<file path="config.mk">
export PLATFORM = sky130hd
export DESIGN_NAME = exc_entry_ctrl
export DESIGN_NICKNAME = d
export VERILOG_FILES = /design/src/rtl/exc_entry_pkg.sv /design/src/rtl/exc_cause_arb.sv /design/src/rtl/exc_save_calc.sv /design/src/rtl/exc_vec_gen.sv /design/src/rtl/exc_entry_ctrl.sv
export SDC_FILE = /design/constraint.sdc
export NUM_CORES = 1
export LEC_CHECK = 0
export ABC_CLOCK_PERIOD_IN_PS = 3720
export CAP_MARGIN = 20
export CORE_MARGIN = 3
export CORE_UTILIZATION = 35
export CTS_BUF_LIST = sky130_fd_sc_hd__clkbuf_2
export DETAILED_ROUTE_END_ITERATION = 10
export PLACE_DENSITY_LB_ADDON = 0.1
export SLEW_MARGIN = 20
export SYNTH_ARGS = -nofsm -noshare
export SYNTH_HDL_FRONTEND = slang
export SYNTH_SLANG_ARGS = --single-unit
</file>
<file path="constraint.sdc">
create_clock -name clk -period 3.72 [get_ports clk]
set_input_delay 0.372 -clock clk [delete_from_list [all_inputs] [get_ports clk]]
set_output_delay 0.372 -clock clk [all_outputs]
set_load 0.01 [all_outputs]
</file>
<file path="src/rtl/exc_entry_pkg.sv">
// Package: exception codes and status-word bit positions shared by the
// exception entry controller, its sub-blocks and its checker.
package exc_entry_pkg;

    // Exception codes (architectural numbering, used for vectoring)
    localparam int EXC_RESET   = 1;
    localparam int EXC_BUSERR  = 2;
    localparam int EXC_DPAGE   = 3;
    localparam int EXC_IPAGE   = 4;
    localparam int EXC_TICK    = 5;
    localparam int EXC_ALIGN   = 6;
    localparam int EXC_ILLEGAL = 7;
    localparam int EXC_EXTINT  = 8;
    localparam int EXC_DTLB    = 9;
    localparam int EXC_ITLB    = 10;
    localparam int EXC_RANGE   = 11;
    localparam int EXC_SYSCALL = 12;
    localparam int EXC_FPU     = 13;
    localparam int EXC_TRAP    = 14;

    // Status word bit positions
    localparam int SR_SUPV   = 0;
    localparam int SR_TMR_EN = 1;
    localparam int SR_INT_EN = 2;
    localparam int SR_DMMU   = 5;
    localparam int SR_IMMU   = 6;
    localparam int SR_DSLOT  = 13;
    localparam int SR_VHIGH  = 14;

    // Power-management word bit positions
    localparam int PM_DOZE  = 1;
    localparam int PM_SLEEP = 2;

endpackage

</file>
<file path="src/rtl/exc_cause_arb.sv">
// Cause arbiter: chooses which event, if any, is entered this cycle.
// Assumes the pending request lasts one cycle; a pending request always
// wins over the interrupt lines, timer wins over external interrupt.
module exc_cause_arb
    import exc_entry_pkg::*;
#(
    parameter int CODE_W    = 4,
    parameter int NUM_CODES = 14
) (
    input  logic              pend_vld_i,
    input  logic [CODE_W-1:0] pend_code_i,
    input  logic              irq_ext_i,
    input  logic              irq_tmr_i,
    input  logic              int_en_i,
    input  logic              tmr_en_i,
    output logic              fire_o,
    output logic              bad_o,
    output logic [CODE_W-1:0] code_o
);

    localparam logic [CODE_W-1:0] MAX_CODE  = CODE_W'(NUM_CODES);
    localparam logic [CODE_W-1:0] TICK_CODE = CODE_W'(EXC_TICK);
    localparam logic [CODE_W-1:0] EXT_CODE  = CODE_W'(EXC_EXTINT);

    // Priority select: pending request, then timer, then external line
    always_comb begin
        fire_o = 1'b0;
        bad_o  = 1'b0;
        code_o = '0;
        if (pend_vld_i) begin
            if (pend_code_i == '0 || pend_code_i > MAX_CODE) begin
                bad_o = 1'b1;
            end else begin
                fire_o = 1'b1;
                code_o = pend_code_i;
            end
        end else if (irq_tmr_i && tmr_en_i) begin
            fire_o = 1'b1;
            code_o = TICK_CODE;
        end else if (irq_ext_i && int_en_i) begin
            fire_o = 1'b1;
            code_o = EXT_CODE;
        end
    end

endmodule

</file>
<file path="src/rtl/exc_save_calc.sv">
// Save-state calculator: derives saved PC, new status, new power word and
// the fault-address write enable for the selected code. Purely combinational;
// assumes the status and power words carry the bit layout of exc_entry_pkg.
module exc_save_calc
    import exc_entry_pkg::*;
#(
    parameter int XLEN   = 32,
    parameter int SR_W   = 16,
    parameter int PMR_W  = 8,
    parameter int CODE_W = 4
) (
    input  logic [XLEN-1:0]   pc_i,
    input  logic [SR_W-1:0]   sr_i,
    input  logic [PMR_W-1:0]  pmr_i,
    input  logic              dslot_i,
    input  logic [CODE_W-1:0] code_i,
    output logic [XLEN-1:0]   epc_o,
    output logic [SR_W-1:0]   sr_o,
    output logic [PMR_W-1:0]  pmr_o,
    output logic              eear_we_o
);

    localparam logic [XLEN-1:0]   INSN_BYTES = XLEN'(4);
    localparam logic [CODE_W-1:0] SYS_CODE   = CODE_W'(EXC_SYSCALL);
    localparam logic [CODE_W-1:0] ILL_CODE   = CODE_W'(EXC_ILLEGAL);

    // Saved PC: skip past a system call, step back over a delay slot
    always_comb begin
        epc_o = pc_i;
        if (code_i == SYS_CODE) epc_o = epc_o + INSN_BYTES;
        if (dslot_i)            epc_o = epc_o - INSN_BYTES;
    end

    // New status: drop translation and interrupt enables, enter supervisor
    always_comb begin
        sr_o            = sr_i;
        sr_o[SR_DMMU]   = 1'b0;
        sr_o[SR_IMMU]   = 1'b0;
        sr_o[SR_INT_EN] = 1'b0;
        sr_o[SR_TMR_EN] = 1'b0;
        sr_o[SR_SUPV]   = 1'b1;
        sr_o[SR_DSLOT]  = dslot_i;
    end

    // New power word: leave doze and sleep disabled
    always_comb begin
        pmr_o           = pmr_i;
        pmr_o[PM_DOZE]  = 1'b0;
        pmr_o[PM_SLEEP] = 1'b0;
    end

    // Fault address is captured only for an illegal instruction
    assign eear_we_o = (code_i == ILL_CODE);

endmodule

</file>
<file path="src/rtl/exc_vec_gen.sv">
// Vector generator: code shifted into the vector slot, ORed with the
// optional base and the high prefix. Assumes the base leaves the code
// field clear, so OR rather than add is used (no carry chain).
module exc_vec_gen #(
    parameter int              XLEN      = 32,
    parameter int              CODE_W    = 4,
    parameter int              VEC_SHIFT = 8,
    parameter logic [XLEN-1:0] HI_PREFIX = 'hF000_0000
) (
    input  logic [CODE_W-1:0] code_i,
    input  logic [XLEN-1:0]   vbase_i,
    input  logic              vbase_en_i,
    input  logic              vhigh_i,
    output logic [XLEN-1:0]   vec_o
);

    localparam int TOP_PAD = XLEN - CODE_W - VEC_SHIFT;

    logic [XLEN-1:0] slot;

    // Place the code above the per-vector spacing
    assign slot = {{TOP_PAD{1'b0}}, code_i, {VEC_SHIFT{1'b0}}};

    // Merge base and prefix
    assign vec_o = slot
                 | (vbase_en_i ? vbase_i   : '0)
                 | (vhigh_i    ? HI_PREFIX : '0);

endmodule

</file>
<file path="src/rtl/exc_entry_ctrl.sv">
// Exception entry controller (top). Latches a synchronous request for one
// cycle, arbitrates it against the interrupt lines, and registers the
// complete entry state with one-cycle strobes. Assumes the core applies the
// outputs on taken_o and holds pc_i/sr_i for the arbitration cycle.
module exc_entry_ctrl
    import exc_entry_pkg::*;
#(
    parameter int              XLEN      = 32,
    parameter int              SR_W      = 16,
    parameter int              PMR_W     = 8,
    parameter int              CODE_W    = 4,
    parameter int              NUM_CODES = 14,
    parameter int              VEC_SHIFT = 8,
    parameter logic [XLEN-1:0] HI_PREFIX = 'hF000_0000
) (
    input  logic              clk,
    input  logic              rst_n,
    input  logic [XLEN-1:0]   pc_i,
    input  logic [SR_W-1:0]   sr_i,
    input  logic [PMR_W-1:0]  pmr_i,
    input  logic [XLEN-1:0]   vbase_i,
    input  logic              vbase_en_i,
    input  logic              dslot_i,
    input  logic              exc_req_i,
    input  logic [CODE_W-1:0] exc_code_i,
    input  logic              irq_ext_i,
    input  logic              irq_tmr_i,
    output logic              taken_o,
    output logic              err_o,
    output logic [CODE_W-1:0] cause_o,
    output logic [XLEN-1:0]   pc_o,
    output logic [XLEN-1:0]   epcr_o,
    output logic [SR_W-1:0]   esr_o,
    output logic [XLEN-1:0]   eear_o,
    output logic [SR_W-1:0]   sr_o,
    output logic [PMR_W-1:0]  pmr_o,
    output logic              dflag_clr_o,
    output logic              resv_clr_o
);

    logic              pend_vld_q;
    logic [CODE_W-1:0] pend_code_q;
    logic              fire;
    logic              bad;
    logic [CODE_W-1:0] sel_code;
    logic [XLEN-1:0]   epc_nx;
    logic [SR_W-1:0]   sr_nx;
    logic [PMR_W-1:0]  pmr_nx;
    logic              eear_we;
    logic [XLEN-1:0]   vec_nx;

    // Pending register: holds a request for exactly one cycle, then is consumed
    always_ff @(posedge clk) begin
        if (!rst_n) begin
            pend_vld_q  <= 1'b0;
            pend_code_q <= '0;
        end else begin
            pend_vld_q  <= exc_req_i;
            pend_code_q <= exc_code_i;
        end
    end

    exc_cause_arb #(
        .CODE_W    (CODE_W),
        .NUM_CODES (NUM_CODES)
    ) u_arb (
        .pend_vld_i  (pend_vld_q),
        .pend_code_i (pend_code_q),
        .irq_ext_i   (irq_ext_i),
        .irq_tmr_i   (irq_tmr_i),
        .int_en_i    (sr_i[SR_INT_EN]),
        .tmr_en_i    (sr_i[SR_TMR_EN]),
        .fire_o      (fire),
        .bad_o       (bad),
        .code_o      (sel_code)
    );

    exc_save_calc #(
        .XLEN   (XLEN),
        .SR_W   (SR_W),
        .PMR_W  (PMR_W),
        .CODE_W (CODE_W)
    ) u_calc (
        .pc_i      (pc_i),
        .sr_i      (sr_i),
        .pmr_i     (pmr_i),
        .dslot_i   (dslot_i),
        .code_i    (sel_code),
        .epc_o     (epc_nx),
        .sr_o      (sr_nx),
        .pmr_o     (pmr_nx),
        .eear_we_o (eear_we)
    );

    exc_vec_gen #(
        .XLEN      (XLEN),
        .CODE_W    (CODE_W),
        .VEC_SHIFT (VEC_SHIFT),
        .HI_PREFIX (HI_PREFIX)
    ) u_vec (
        .code_i     (sel_code),
        .vbase_i    (vbase_i),
        .vbase_en_i (vbase_en_i),
        .vhigh_i    (sr_i[SR_VHIGH]),
        .vec_o      (vec_nx)
    );

    // Strobes: one cycle per arbitration result
    always_ff @(posedge clk) begin
        if (!rst_n) begin
            taken_o     <= 1'b0;
            err_o       <= 1'b0;
            dflag_clr_o <= 1'b0;
            resv_clr_o  <= 1'b0;
        end else begin
            taken_o     <= fire;
            err_o       <= bad;
            dflag_clr_o <= fire && dslot_i;
            resv_clr_o  <= fire;
        end
    end

    // Entry state: loaded only when an event is taken, otherwise held
    always_ff @(posedge clk) begin
        if (!rst_n) begin
            cause_o <= '0;
            pc_o    <= '0;
            epcr_o  <= '0;
            esr_o   <= '0;
            eear_o  <= '0;
            sr_o    <= '0;
            pmr_o   <= '0;
        end else if (fire) begin
            cause_o <= sel_code;
            pc_o    <= vec_nx;
            epcr_o  <= epc_nx;
            esr_o   <= sr_i;
            sr_o    <= sr_nx;
            pmr_o   <= pmr_nx;
            if (eear_we) eear_o <= pc_i;
        end
    end

endmodule

</file>
==> impl_metrics.tcl <==
set metrics [dict create \
    status "completed" \
    leakagePower_nw 3.68 \
    worstMarginPinSlew_ps 840 \
    yosysTopAreaCell "dfxtp_1" \
    hold_class "primary input to flop" \
    drive_gt1_share_pct 11.9 \
    cts-root-buf "clkbuf_2" \
    ys_async_sr_fraction_pct 0 \
    muxShareOfSynthArea_pct 1.52 \
    setup_viol_count_final 0 \
    antenna_found_initial 2 \
    slew_violations 0 \
    synth.distinct_cells 73 \
    synth_xor_xnor_area_share_pct 5.25 \
    vias 6727 \
    power_density_nw_per_um2 323 \
    nFillCells 1876 \
    cts_tree "built" \
    syn_avg_cell_area_um2 8.18 \
    p_sw_share_pct 31.5 \
    grt_pass1_vias 6519 \
    grt_max_degree 95 \
    dieWidth_um 146 \
    cp-end-kind "flop" \
    numPortBuffers 234 \
    core_area_um2 19000 \
    ys_seq_area_share_pct 38.6 \
    netlist.area_leader.share_pct 38.6 \
    cap_violations 0 \
    combPwrFrac_pct 21.3 \
    cts_max_path_buffers 2 \
    relSlewSlack_pct 44.0 \
    grt_pass1_wl_um 35400 \
    yosys.area_share.simple_pct 25.5 \
    numClockSinks 132 \
    dpl.cell_count 1315 \
    vias_per_cell 4.99 \
    fin_util_pct 52.4 \
    fin_setup_tns_ps 0 \
    switching_power_mw 1.01 \
    path_clk_slew_ps 230 \
    ios 243 \
    p_int_mw 2.19 \
    routedWlPerCell_um 16.4 \
    hold_viol 0 \
    timing.fmax_mhz 294 \
    synth_edf_count 0 \
    p_seq_share_pct 47.9 \
    synth-adder-area-share_pct 0.366 \
    rows 50 \
    synth_area_leaders "dfxtp_1 (39%), nand2_1 (9.7%), a21boi_0 (6.9%)" \
    fin_crit_sh_pct 91.6 \
    ys.flop_type "dfxtp_1" \
    h-tree-depth 4 \
    start_kind "flop" \
    peakVddDrop_uv 182 \
    rsz0062_at_grt "false" \
    synth_top_family_by_area "simple AND/OR/NAND/NOR gates" \
    clkPwrFrac_pct 30.8 \
    cp.required_ps 4390 \
    synth-compound-area-share_pct 22.3 \
    synth-seq-cells 132 \
    gr-total-overflow 0 \
    grt.total_usage_pct 20.3 \
    syn_to_final_growth_pct 45.2 \
    finClkSkew_ps 38.4 \
    wl_um 22200 \
    start_util_pct 36.1 \
    layout.nets 1176 \
    drt_pass1_iterations 5 \
    fin_cells 1349 \
    gp_congestion 0.885 \
    ant_nets 0 \
    ctsResizeCount 0 \
    synthCells 836 \
    arrival_ps 4080 \
    place_hpwl_um 16700 \
    clkLatencyLatePin_ps 710 \
    criticalPathCategory "flop to flop" \
    drtIter0Drc 357 \
    dieArea_um2 21300 \
    post-route-min-period_ps 3410 \
    route.detailed.drc 0 \
    yosys_warnings 0 \
    cts_buffers 17 \
    dieHeight_um 146 \
    synth_area_um2 6840 \
    cp_max_fo 6 \
]
==> critical path: stages (launching register included) <==
cell	delay (ps)
dfxtp_1	460
and4bb_1	230
nand2_1	150
mux2i_1	260
ha_1	210
nand2_1	90
a311o_1	340
a2bb2o_1	320
nor3_2	260
and2_1	310
nand3_1	160
or4_1	500
nand3_1	90
==> cell type report <==
| cell class | instances | area (µm²) | share of cell area, % |
|---|---|---|---|
| multi-input cells | 614 | 3810 | 38.4 |
| repair buffers | 300 | 2840 | 28.6 |
| flip-flops and latches | 132 | 2640 | 26.6 |
| well taps | 260 | 325 | 3.28 |
| clock inverters | 15 | 189 | 1.90 |
| clock buffers | 17 | 85.1 | 0.857 |
| inverters | 10 | 37.5 | 0.378 |
| diodes | 1 | 2.50 | 0.0252 |
==> sequential cells by signal, indices dropped and copies added (netlist names), 2 cells and up <==
signal / count
eear_o: 32
esr_o: 16
pend_code_q: 4
sr_o: 2
pmr_o: 6
pc_o: 32
epcr_o: 32
cause_o: 4
==> cells in the final DEF, fill, tap and decap left out, drive strengths merged, types with 11 or more instances in the layout <==
master and count:
buf 66, and3 11, nor2 30, a21oi 17, inv 18, nand2 176, xor2 15, a21boi 63
xnor2 26, clkdlybuf4s50 233, a22o 24, nand3 32, clkbuf 17, nor3 21, nand4 12, o21ai 31
dfxtp 132, and2 21
==> repair_timing <==
action	4_1_cts	5_1_grt
setup buffers	0	0
setup endpoints to repair	0	0
hold buffers	1	0
hold endpoints to repair	2	0
==> per-stage QoR <==
stage          hold slack (ps)  cell area (µm²)  power, mW  setup slack, ps
3_3_place_gp               436             9640       2.25             94.3
6_report                   184             9930       3.20              313
3_5_place_dp               440             9640       2.25             65.6
2_1_floorplan              470             6860       1.88              371
4_1_cts                    108             9920       3.25              300
5_1_grt                   80.7             9930       3.38             50.2
==> routing by layer <==
| metal | routed length, µm | part of all wire (%) | global-route usage, % |
|---|---|---|---|
| met5 | 0 | 0 | 0 |
| met4 | 225 | 1.0 | 3.94 |
| met3 | 1440 | 6.5 | 6.38 |
| met2 | 10100 | 46 | 32.9 |
| met1 | 10400 | 47 | 27.0 |
==> Yosys cell counts, types with 11 or more instances <==
cell,number
clkbuf_1,56
nor3_1,18
xor2_1,15
buf_4,18
nand3_1,31
nand2_1,176
a21boi_0,63
and2_1,21
nor2_1,30
and3_1,11
o21ai_0,30
xnor2_1,26
a21oi_1,17
a22o_1,24
dfxtp_1,132
==> power by group through the flow <==
stage | Clock [mW] | Combinational (mW) | Sequential, mW
2_1_floorplan | 0 | 0.281 | 1.60
3_3_place_gp | 0 | 0.687 | 1.56
3_5_place_dp | 0 | 0.688 | 1.57
4_1_cts | 1.02 | 0.692 | 1.54
5_1_grt | 1.09 | 0.740 | 1.55
6_report | 0.985 | 0.682 | 1.54
==> path summary, 6_finish.rpt <==
check,start,endpoint,slack [ps],depth (start not counted)
max,pend_code_q[0],epcr_o[30],310,12
min,sr_i[6],esr_o[6],180,3
max reg2reg,pend_code_q[0],epcr_o[30],310,12
min reg2reg,epcr_o[25],epcr_o[25],480,2
==> kinds of logic (layout without fill, tap and decap cells) <==
group                      after synthesis  count (layout)
AOI/OAI and AO/OA                      203             203
other                                    1               7
buffers and inverters                   95             342
DFF                                    132             132
adders and majority gates                2               2
muxes                                   10              10
xor gates and xnor gates                41              41
and+or+nand+nor                        352             352
Note: power is estimated with default switching activity, not from simulation.
